===== src/rtl/vcf_pkg.sv =====
package vcf_pkg;
  localparam int NUM_CH = 3;
  localparam int CH_DE  = 0;
  localparam int CH_HS  = 1;
  localparam int CH_VS  = 2;

  typedef logic [NUM_CH-1:0] ch_vec_t;
endpackage


===== src/rtl/vcf_glitch.sv =====
// Level qualifier: a new level is accepted on the MIN_RUN-th consecutive sample.
module vcf_glitch #(
  parameter int MIN_RUN = 3
) (
  input  logic clk,
  input  logic rst_n,
  input  logic filt_on,
  input  logic din,
  output logic lvl,
  output logic drop
);
  localparam int RW = $clog2(MIN_RUN + 1);
  localparam logic [RW-1:0] RUN_MAX = RW'(MIN_RUN);

  logic          cand_q, cand_d;
  logic          keep_q, keep_d;
  logic [RW-1:0] run_q, run_d;
  logic          same, qual;

  always_comb begin
    same = (din == cand_q);
    if (!same) begin
      run_d = RW'(1);
    end else if (run_q == RUN_MAX) begin
      run_d = run_q;
    end else begin
      run_d = run_q + RW'(1);
    end
    qual   = !filt_on || (run_d >= RUN_MAX);
    keep_d = qual ? din : keep_q;
    cand_d = din;
    // a run that never qualified has just ended
    drop   = filt_on && !same && (cand_q != keep_q);
    lvl    = keep_d;
  end

  always_ff @(posedge clk or negedge rst_n) begin
    if (!rst_n) begin
      cand_q <= 1'b0;
      keep_q <= 1'b0;
      run_q  <= '0;
    end else begin
      cand_q <= cand_d;
      keep_q <= keep_d;
      run_q  <= run_d;
    end
  end
endmodule


===== src/rtl/vcf_budget.sv =====
// Sliding-window change limiter with a minimum hold time between changes.
module vcf_budget #(
  parameter int WINDOW   = 130,
  parameter int BUDGET   = 2,
  parameter int MIN_HOLD = 1
) (
  input  logic clk,
  input  logic rst_n,
  input  logic want_lvl,
  output logic out_lvl,
  output logic held
);
  localparam int AW = $clog2(WINDOW + 1);
  localparam int HW = $clog2(MIN_HOLD + 1);
  localparam logic [AW-1:0] AGE_MAX  = AW'(WINDOW);
  localparam logic [HW-1:0] HOLD_MAX = HW'(MIN_HOLD);

  logic [AW-1:0] age_q   [BUDGET];
  logic [AW-1:0] age_inc [BUDGET];
  logic [AW-1:0] age_d   [BUDGET];
  logic [HW-1:0] hold_q, hold_d;
  logic          out_q, out_d;
  logic          room, change, differ;

  always_comb begin
    for (int i = 0; i < BUDGET; i++) begin
      age_inc[i] = (age_q[i] == AGE_MAX) ? age_q[i] : age_q[i] + AW'(1);
    end
    differ = (want_lvl != out_q);
    room   = (age_q[BUDGET-1] >= AGE_MAX) && (hold_q >= HOLD_MAX);
    change = differ && room;
    held   = differ && !room;
    out_d  = change ? want_lvl : out_q;
    if (change) begin
      age_d[0] = AW'(1);
      for (int i = 1; i < BUDGET; i++) begin
        age_d[i] = age_inc[i-1];
      end
      hold_d = HW'(1);
    end else begin
      for (int i = 0; i < BUDGET; i++) begin
        age_d[i] = age_inc[i];
      end
      hold_d = (hold_q == HOLD_MAX) ? hold_q : hold_q + HW'(1);
    end
  end

  always_ff @(posedge clk or negedge rst_n) begin
    if (!rst_n) begin
      for (int i = 0; i < BUDGET; i++) begin
        age_q[i] <= AGE_MAX;
      end
      hold_q <= HOLD_MAX;
      out_q  <= 1'b0;
    end else begin
      for (int i = 0; i < BUDGET; i++) begin
        age_q[i] <= age_d[i];
      end
      hold_q <= hold_d;
      out_q  <= out_d;
    end
  end

  assign out_lvl = out_q;
endmodule


===== src/rtl/vcf_chan.sv =====
// One control line: optional qualifier, change limiter, sticky flag.
module vcf_chan #(
  parameter int USE_GLITCH = 1,
  parameter int MIN_RUN    = 3,
  parameter int WINDOW     = 130,
  parameter int BUDGET     = 2,
  parameter int MIN_HOLD   = 1
) (
  input  logic clk,
  input  logic rst_n,
  input  logic filt_on,
  input  logic din,
  input  logic flag_clr,
  output logic dout,
  output logic flag
);
  logic lvl, drop, held;
  logic flag_q, flag_d;

  if (USE_GLITCH != 0) begin : g_filt
    vcf_glitch #(.MIN_RUN(MIN_RUN)) u_glitch (
      .clk     (clk),
      .rst_n   (rst_n),
      .filt_on (filt_on),
      .din     (din),
      .lvl     (lvl),
      .drop    (drop)
    );
  end else begin : g_pass
    logic unused_filt;
    assign unused_filt = filt_on;
    assign lvl  = din;
    assign drop = 1'b0;
  end

  vcf_budget #(.WINDOW(WINDOW), .BUDGET(BUDGET), .MIN_HOLD(MIN_HOLD)) u_budget (
    .clk      (clk),
    .rst_n    (rst_n),
    .want_lvl (lvl),
    .out_lvl  (dout),
    .held     (held)
  );

  always_comb begin
    if (drop || held) begin
      flag_d = 1'b1;
    end else if (flag_clr) begin
      flag_d = 1'b0;
    end else begin
      flag_d = flag_q;
    end
  end

  always_ff @(posedge clk or negedge rst_n) begin
    if (!rst_n) begin
      flag_q <= 1'b0;
    end else begin
      flag_q <= flag_d;
    end
  end

  assign flag = flag_q;
endmodule


===== src/rtl/vcf_ctrl_filter.sv =====
module vcf_ctrl_filter
  import vcf_pkg::*;
#(
  parameter int WINDOW      = 130,
  parameter int DEHS_BUDGET = 2,
  parameter int VS_BUDGET   = 1,
  parameter int VS_MIN_W    = 130,
  parameter int MIN_RUN     = 3
) (
  input  logic       clk,
  input  logic       rst_n,
  input  logic       cfg_filt_en,
  input  logic       reg_filt_en,
  input  logic       de_i,
  input  logic       hs_i,
  input  logic       vs_i,
  input  logic [2:0] viol_clr,
  output logic       de_o,
  output logic       hs_o,
  output logic       vs_o,
  output logic [2:0] viol
);
  logic [1:0] rst_sync_q, rst_sync_d;
  logic       core_rst_n;
  logic       filt_on;
  ch_vec_t    din_v, dout_v, flag_v;

  assign rst_sync_d = {rst_sync_q[0], 1'b1};

  always_ff @(posedge clk or negedge rst_n) begin
    if (!rst_n) begin
      rst_sync_q <= 2'b00;
    end else begin
      rst_sync_q <= rst_sync_d;
    end
  end

  assign core_rst_n = rst_sync_q[1];
  assign filt_on    = cfg_filt_en | reg_filt_en;

  always_comb begin
    din_v        = '0;
    din_v[CH_DE] = de_i;
    din_v[CH_HS] = hs_i;
    din_v[CH_VS] = vs_i;
  end

  for (genvar c = 0; c < NUM_CH; c++) begin : g_ch
    if (c == CH_VS) begin : g_vs
      vcf_chan #(
        .USE_GLITCH (0),
        .MIN_RUN    (MIN_RUN),
        .WINDOW     (WINDOW),
        .BUDGET     (VS_BUDGET),
        .MIN_HOLD   (VS_MIN_W)
      ) u_chan (
        .clk      (clk),
        .rst_n    (core_rst_n),
        .filt_on  (filt_on),
        .din      (din_v[c]),
        .flag_clr (viol_clr[c]),
        .dout     (dout_v[c]),
        .flag     (flag_v[c])
      );
    end else begin : g_dh
      vcf_chan #(
        .USE_GLITCH (1),
        .MIN_RUN    (MIN_RUN),
        .WINDOW     (WINDOW),
        .BUDGET     (DEHS_BUDGET),
        .MIN_HOLD   (1)
      ) u_chan (
        .clk      (clk),
        .rst_n    (core_rst_n),
        .filt_on  (filt_on),
        .din      (din_v[c]),
        .flag_clr (viol_clr[c]),
        .dout     (dout_v[c]),
        .flag     (flag_v[c])
      );
    end
  end

  assign de_o = dout_v[CH_DE];
  assign hs_o = dout_v[CH_HS];
  assign vs_o = dout_v[CH_VS];
  assign viol = flag_v;
endmodule


===== config.mk =====
export PLATFORM = sky130hd
export DESIGN_NAME = vcf_ctrl_filter
export DESIGN_NICKNAME = d
export VERILOG_FILES = /design/src/rtl/vcf_pkg.sv /design/src/rtl/vcf_glitch.sv /design/src/rtl/vcf_budget.sv /design/src/rtl/vcf_chan.sv /design/src/rtl/vcf_ctrl_filter.sv
export SDC_FILE = /design/constraint.sdc
export NUM_CORES = 1
export LEC_CHECK = 0
export ABC_AREA = 0
export BUFFER_PORTS_ARGS = -buffer_cell sky130_fd_sc_hd__buf_2
export CAP_MARGIN = 20
export CORE_ASPECT_RATIO = 0.8
export CORE_UTILIZATION = 45
export DETAILED_ROUTE_END_ITERATION = 6
export SYNTH_ARGS = -nofsm -noshare
export SYNTH_HDL_FRONTEND = slang
export SYNTH_HIERARCHICAL = 1
export SYNTH_SLANG_ARGS = --single-unit

===== constraint.sdc =====
create_clock -name clk -period 1.8 [get_ports clk]
set_clock_uncertainty 0.05 [all_clocks]
set_input_delay 0.27 -clock clk [delete_from_list [all_inputs] [get_ports clk]]
set_output_delay 0.27 -clock clk [all_outputs]
set_load 0.005 [all_outputs]

== Word-level counts from Yosys, hierarchy flattened ==
Cells that the tools add are included.

* Bits of input ports: 10
* Word-level logic and storage cells: 111
* Bits in registers: 66
* Output and inout port bits: 6

* Bitwise logic cells: 1
* Magnitude comparators: 8
* Add/subtract/negate cells: 10
* Eq/ne operators: 19
* Mux-type cells: 26
* Reduce and logical (&&, ||, !) cells: 26

{| class="wikitable"
|+ Operators with widths
! operator !! number
|-
| $mux W8 || 8
|-
| $add A8 B1 Y8 const B || 6
|-
| $eq A8 B8 Y1 const B || 6
|-
| $ge A8 B8 Y1 const B || 4
|-
| $mux W16 || 2
|-
| $logic_and A1 B1 Y1 || 13
|-
| $mux W1 || 12
|-
| $mux W2 || 4
|-
| $ne A2 B2 Y1 const B || 4
|-
| $logic_not A1 Y1 || 6
|-
| $reduce_bool A2 Y1 || 3
|-
| $ne A1 B1 Y1 || 5
|-
| $add A2 B1 Y2 const B || 2
|-
| $eq A2 B2 Y1 const B || 2
|-
| $ge A2 B2 Y1 const B || 2
|-
| $logic_or A1 B1 Y1 || 4
|-
| $add A1 B1 Y1 const B || 2
|-
| $eq A1 B1 Y1 || 2
|-
| $ge A1 B1 Y1 const B || 2
|-
| $or A1 B1 Y1 || 1
|}

== Logic depth before layout (Yosys ltp) ==
* Depth in word-level cells: 10
* Depth in mapped cells: 8

== Modules after synthesis ==
Netlist, hierarchy kept.

{| class="wikitable"
|+ Modules (own cells, without submodules)
! module !! area each (um^2) !! cells an instance !! times used
|-
| vcf_budget (g_ch[0].g_dh.u_chan.u_budget ...) || 955.9 || 91 || 2
|-
| vcf_budget (g_ch[2].g_vs.u_chan.u_budget) || 905.9 || 86 || 1
|-
| vcf_glitch || 172.7 || 17 || 2
|-
| vcf_chan (g_ch[0].g_dh.u_chan ...) || 37.5 || 4 || 2
|-
| vcf_ctrl_filter || 60.1 || 4 || 1
|-
| vcf_chan (g_ch[2].g_vs.u_chan) || 36.3 || 3 || 1
|}

== Least setup slack after synthesis ==
Ideal clock, no wire load.

* Path type: input to register
* Start point: in reg_filt_en
* End point: reg g_ch[0].g_dh.u_chan/u_budget/age_q[1] in the netlist's numbering
* Path buffers: 0
* Cell stages on the path: 8
* Path slack: -325 ps
* Arrival: 2006 ps
* Setup time: 69 ps
* Cell sequence: or2_1 > inv_1 > a211oi_1 > nor3_1 > xnor2_1 > a211oi_4 > mux2_4 > o21ai_2

* Word-level cells in the longest chain between the ends: 7
* Elaborated cells on any way between the ends: 8
* Those cells by class: 2 x eq/ne; 2 x mux; 1 x bitwise; 3 x reduce/logical

{| class="wikitable"
|+ Ends and longest elaborated chain
! what !! RTL line !! RTL
|-
| from (decl) || vcf_ctrl_filter.sv:13 || <nowiki>input logic reg_filt_en,</nowiki>
|-
| $or A1 B1 Y1 * || vcf_ctrl_filter.sv:39 || <nowiki>assign filt_on = cfg_filt_en | reg_filt_en;</nowiki>
|-
| $logic_not A1 Y1 * || vcf_glitch.sv:29 || <nowiki>qual = !filt_on || (run_d >= RUN_MAX);</nowiki>
|-
| $logic_or A1 B1 Y1 * || vcf_glitch.sv:29 ||
|-
| $mux W1 * || vcf_glitch.sv:30 || <nowiki>keep_d = qual ? din : keep_q;</nowiki>
|-
| via g_ch[0].g_dh.u_chan.lvl || vcf_chan.sv:17 || <nowiki>logic lvl, drop, held;</nowiki>
|-
| $ne A1 B1 Y1 * || vcf_budget.sv:29 || <nowiki>differ = (want_lvl != out_q);</nowiki>
|-
| $logic_and A1 B1 Y1 * || vcf_budget.sv:31 || <nowiki>change = differ && room;</nowiki>
|-
| $ne A2 B2 Y1 (no line) / $mux W16 (equally long branches) || - ||
|-
| to (signal, indexed assignment) || vcf_budget.sv:57 || <nowiki>age_q[i] <= age_d[i];</nowiki>
|-
| to (decl) || vcf_budget.sv:18 || <nowiki>logic [AW-1:0] age_q [BUDGET];</nowiki>
|}

Mark *: on every way through the listed nets, which the timed path passes. The rest lies on a longest branch.
A chain may end at the register's enable or synchronous reset.

== Final worst setup path ==
* Start point: reg g_ch[1].g_dh.u_chan.g_filt.u_glitch.cand_q
* End point: reg g_ch[1].g_dh.u_chan/u_budget/age_q[2] in the netlist's numbering

* Word-level cells in the longest chain between the ends: 8
* Elaborated cells on any way between the ends: 9
* Those cells by class: 1 x order compare; 3 x eq/ne; 3 x mux; 2 x reduce/logical

{| class="wikitable"
|+ Ends and longest elaborated chain
! what !! RTL line !! RTL
|-
| from (decl) || vcf_glitch.sv:15 || <nowiki>logic cand_q, cand_d;</nowiki>
|-
| from (signal assigned) || vcf_glitch.sv:43 || <nowiki>cand_q <= cand_d;</nowiki>
|-
| $eq A1 B1 Y1 * || vcf_glitch.sv:21 || <nowiki>same = (din == cand_q);</nowiki>
|-
| $mux W2 * || vcf_glitch.sv:22 || <nowiki>if (!same) begin</nowiki>
|-
| $ge A2 B2 Y1 * || vcf_glitch.sv:29 ||
|-
| $logic_or A1 B1 Y1 * || vcf_glitch.sv:29 ||
|-
| $mux W1 * || vcf_glitch.sv:30 ||
|-
| via g_ch[1].g_dh.u_chan.lvl || vcf_chan.sv:17 ||
|-
| $ne A1 B1 Y1 * || vcf_budget.sv:29 ||
|-
| $logic_and A1 B1 Y1 * || vcf_budget.sv:31 ||
|-
| $ne A2 B2 Y1 (no line) / $mux W16 (equally long branches) || - ||
|-
| to (signal, indexed assignment) || vcf_budget.sv:57 ||
|-
| to (decl) || vcf_budget.sv:18 ||
|}

Marked as above.

==> results.toml <==
[yosys]
yosys.cell_types.count = 43
synth.top_cells.by_area = "sky130_fd_sc_hd__dfrtp_1 (39%), sky130_fd_sc_hd__dfstp_2 (9.5%), sky130_fd_sc_hd__xor2_1 (6.0%), sky130_fd_sc_hd__nor2_1 (4.7%), sky130_fd_sc_hd__xnor2_1 (4.7%)"
share_of_flip_flops_with_an_asynchronous_set_or_reset_after_synthesis_pct = 100.0
synthesis.area_um2 = 3334
synth_top_area_share_pct = 39.02
postSynthCellCount = 317
ys_seq_area_share_pct = 48.48
synth-edff-count = 0
dominantRegCellSynth = "sky130_fd_sc_hd__dfrtp_1"
synth.ff_latch_count = 64
syn_nets = 339
netlist.top_cell.by_area = "sky130_fd_sc_hd__dfrtp_1"
syn_avg_cell_area_um2 = 10.52
synthesis.yosys.warnings = 6

[sta]
timing.final.ws_setup_ns = -0.05149
post_route_setup_tns_ns = -0.1706
timing.final.hold_violations = 0
final.min_clock_period_ns = 1.851
rsz0062_at_grt = "true"
drv_slew = 0
final_min_period_over_clock_period_pct = 102.9
timing.final.setup_violations = 4
fmax_ghz = 0.5401

[floorplanning]
dieArea_um2 = 7760
number_of_ports_placed_on_the_die_boundary = 16
dieHeight_um = 79.00
chipWidth_um = 98.24
core_area_um2 = 7027
floorplan.initialDensity_pct = 47.45
placement_rows = 27

[worst_setup_path]
cp-end-kind = "flop"
data_required_time_at_the_worst_endpoint_ns = 2.01
worst_setup_path_start_kind = "flop"
cp.arrival_ns = 2.06
cp_max_fanout = 3
category_of_the_most_critical_setup_path = "reg2reg"

[grt]
grt_pass1_wl_um = 10730
busiest_layer = "met2"
global_route.usage.met1_pct = 24.53
grtUsageMet3_pct = 5.722
overflow_left_after_global_routing = 0
pin_count_of_the_biggest_net_entering_global_routing = 48
grt_pass1_vias = 2335
antenna_found_initial = 0
globalRouteMet2Util_pct = 27.04
aggregate_global_route_resource_usage_pct = 17.92

[worst_hold_path]
hold_path.class = "in2reg"

[route]
route.vias.total = 2372
antenna_violating_nets_post_route = 0
detail_route.first_pass.iterations = 7
routed_wirelength_um = 6274
wl_per_cell_um = 13.38
viasPerCell = 5.058
detailedRoute.firstIterationViolations = 61
drcViolationCount = 1

[clock_network]
cts_max_path_buffers = 2
clock_tree_root_buffer_cell = "sky130_fd_sc_hd__clkbuf_8"
tritoncts = "built"
clkLatencyLatePin_ns = 0.34
tritoncts.num_buffers = 9
clock_sink_count = 64
htree_num_levels = 3
clkTransAtPathRegs_ns = 0.08

[final_layout]
area_growth_pct = 23.26
drive_gt1_share_pct = 31.41
antenna_cells_inserted = 0
regArea_um2 = 1619
final_net_count = 399
multi_input_area_um2 = 1770
filler_cell_count = 612

[placement]
place_congestion = 0.8276
port_buffers = 15
worst_slack_after_detailed_placement_ns = -0.2966
hpwl_um = 4369

[status]
failed_checks = "DRC, setup timing"
outcome = "finished with violations"

[pwr]
power.density_cell_area_nw_per_um2 = 1643
vdd_ir_drop_max_uv = 784.8
power.total_mw = 6.753
leakagePower_nw = 1.807

[run]
max_cap_viol_count = 0
path summary, 6_finish.rpt:
check | start | end | slack [ns] | depth (start not counted)
max in group asynchronous | rst_sync_q[1] | g_ch[1].g_dh.u_chan/u_budget/age_q[7] | 0.95 | 1
min in group asynchronous | rst_sync_q[1] | g_ch[2].g_vs.u_chan/u_budget/hold_q[3] | 0.13 | 0
min | viol_clr[0] | g_ch[0].g_dh.u_chan/flag | 0.03 | 2
max reg2reg | g_ch[1].g_dh.u_chan/g_filt.u_glitch/cand_q | g_ch[1].g_dh.u_chan/u_budget/age_q[2] | -0.05 | 7
max | g_ch[1].g_dh.u_chan/g_filt.u_glitch/cand_q | g_ch[1].g_dh.u_chan/u_budget/age_q[2] | -0.05 | 7
min reg2reg | rst_sync_q[1] | g_ch[2].g_vs.u_chan/u_budget/hold_q[3] | 0.13 | 0
metal layers:
metal / wire [um] / share of wire (%)
met5: 0 / 0
met1: 3265 / 52
met4: 43 / 0.69
met3: 208 / 3.3
met2: 2756 / 44
worst max-delay path: stages, from the launching register on:
cell and delay (ns):
sky130_fd_sc_hd__dfrtp_1 0.41, sky130_fd_sc_hd__nand2b_4 0.16, sky130_fd_sc_hd__a21oi_4 0.15, sky130_fd_sc_hd__nor3_4 0.07, sky130_fd_sc_hd__xnor2_2 0.18, sky130_fd_sc_hd__and4_4 0.23
sky130_fd_sc_hd__or3b_4 0.36, sky130_fd_sc_hd__a22oi_1 0.15
through the flow:
step | util, % | cells | hold slack (ns) | instance area [um2]
floorplan | - | 317 | -0.07559 | 3363
global placement | 53.38 | 445 | 0.005259 | 3751
detailed placement | 53.38 | 445 | 0.006338 | 3751
CTS | 57.27 | 465 | 0.008931 | 4024
global route | 58.49 | 469 | 0.01897 | 4110
finish | 58.49 | 469 | 0.02896 | 4110
synth_stat cells (3+ instances only):
master                     count
sky130_fd_sc_hd__nor3b_1       4
sky130_fd_sc_hd__nand3_1      26
sky130_fd_sc_hd__a211oi_1      5
sky130_fd_sc_hd__dfrtp_1      52
sky130_fd_sc_hd__a22oi_1       4
sky130_fd_sc_hd__xor2_1       23
sky130_fd_sc_hd__nand2_1      13
sky130_fd_sc_hd__nand3b_1      4
sky130_fd_sc_hd__ha_1         12
sky130_fd_sc_hd__inv_1        15
sky130_fd_sc_hd__xnor2_1      18
sky130_fd_sc_hd__nand4_1       3
sky130_fd_sc_hd__mux2i_1       6
sky130_fd_sc_hd__mux2_2        3
sky130_fd_sc_hd__nor3_1        4
sky130_fd_sc_hd__dfstp_2      12
sky130_fd_sc_hd__and3_1       10
sky130_fd_sc_hd__nor2_1       42
sky130_fd_sc_hd__nand2b_1      6
sky130_fd_sc_hd__nor4_2        3
sky130_fd_sc_hd__a21oi_1      16
placed cells by master, fill, tap and decap left out, drive strengths merged, types with 5 or more instances in the layout:
cell type  netlist  routed
a211oi           7       7
a21oi           16      16
and3            11      11
buf              3      51
clkbuf           0      10
dfrtp           52      52
dfstp           12      12
ha              12      12
inv             15      15
mux2             5       5
mux2i            6       6
nand2           13      13
nand2b           6       6
nand3           26      26
nor2            42      42
nor3             6       6
o21ai            6       6
xnor2           18      18
xor2            23      23
repair_timing:
action / 4_1_cts / 5_1_grt
pin swaps: 11 / 5
hold buffers: 1 / 0
resized for setup: 14 / 10
buffers inserted: 3 / 4
endpoints found under the setup margin: 18 / 37
endpoints found under the hold margin: 2 / 0
kinds of logic (layout without fill, tap and decap cells):
kind of cell    Yosys count  after routing  share of synthesized area [%]
compound gates           35             35                          7.805
xor+xnor                 41             41                          10.77
fa+ha+maj                12             12                          4.503
buf+inv                  18             83                          2.476
flops                    64             64                          48.48
mux                      11             11                          3.715
other cells               1              1                         0.1125
simple gates            135            135                          22.14
report_power, final:
group | internal, mW | switching [mW] | total [mW]
registers | 2.13 | 0.654 | 2.78
logic | 1.49 | 1.40 | 2.90
clock network | 0.526 | 0.549 | 1.07
total | 4.15 | 2.61 | 6.75
final cells by class:
class	instances	share of cell area, %
clock buffers	10	3.349
clock inverters	6	0.8524
inverters	15	1.370
multi-input cells	235	43.07
flip-flops and latches	64	39.39
well taps	87	2.648
repair buffers	52	9.315
state kept, by name, summed over array words and instances, names as in the netlist:
signal	flops
g_ch.g_vs.u_chan/u_budget/age_q	8
g_ch.g_vs.u_chan/u_budget/hold_q	8
g_ch.g_dh.u_chan/g_filt.u_glitch/cand_q	2
g_ch.g_dh.u_chan/u_budget/out_lvl	2
g_ch.g_vs.u_chan/u_budget/out_lvl	1
rst_sync_q	2
g_ch.g_dh.u_chan/g_filt.u_glitch/run_q	4
g_ch.g_dh.u_chan/u_budget/age_q	32
g_ch.g_vs.u_chan/flag	1
g_ch.g_dh.u_chan/g_filt.u_glitch/keep_q	2
g_ch.g_dh.u_chan/flag	2
(Power assumes the default switching activity.)
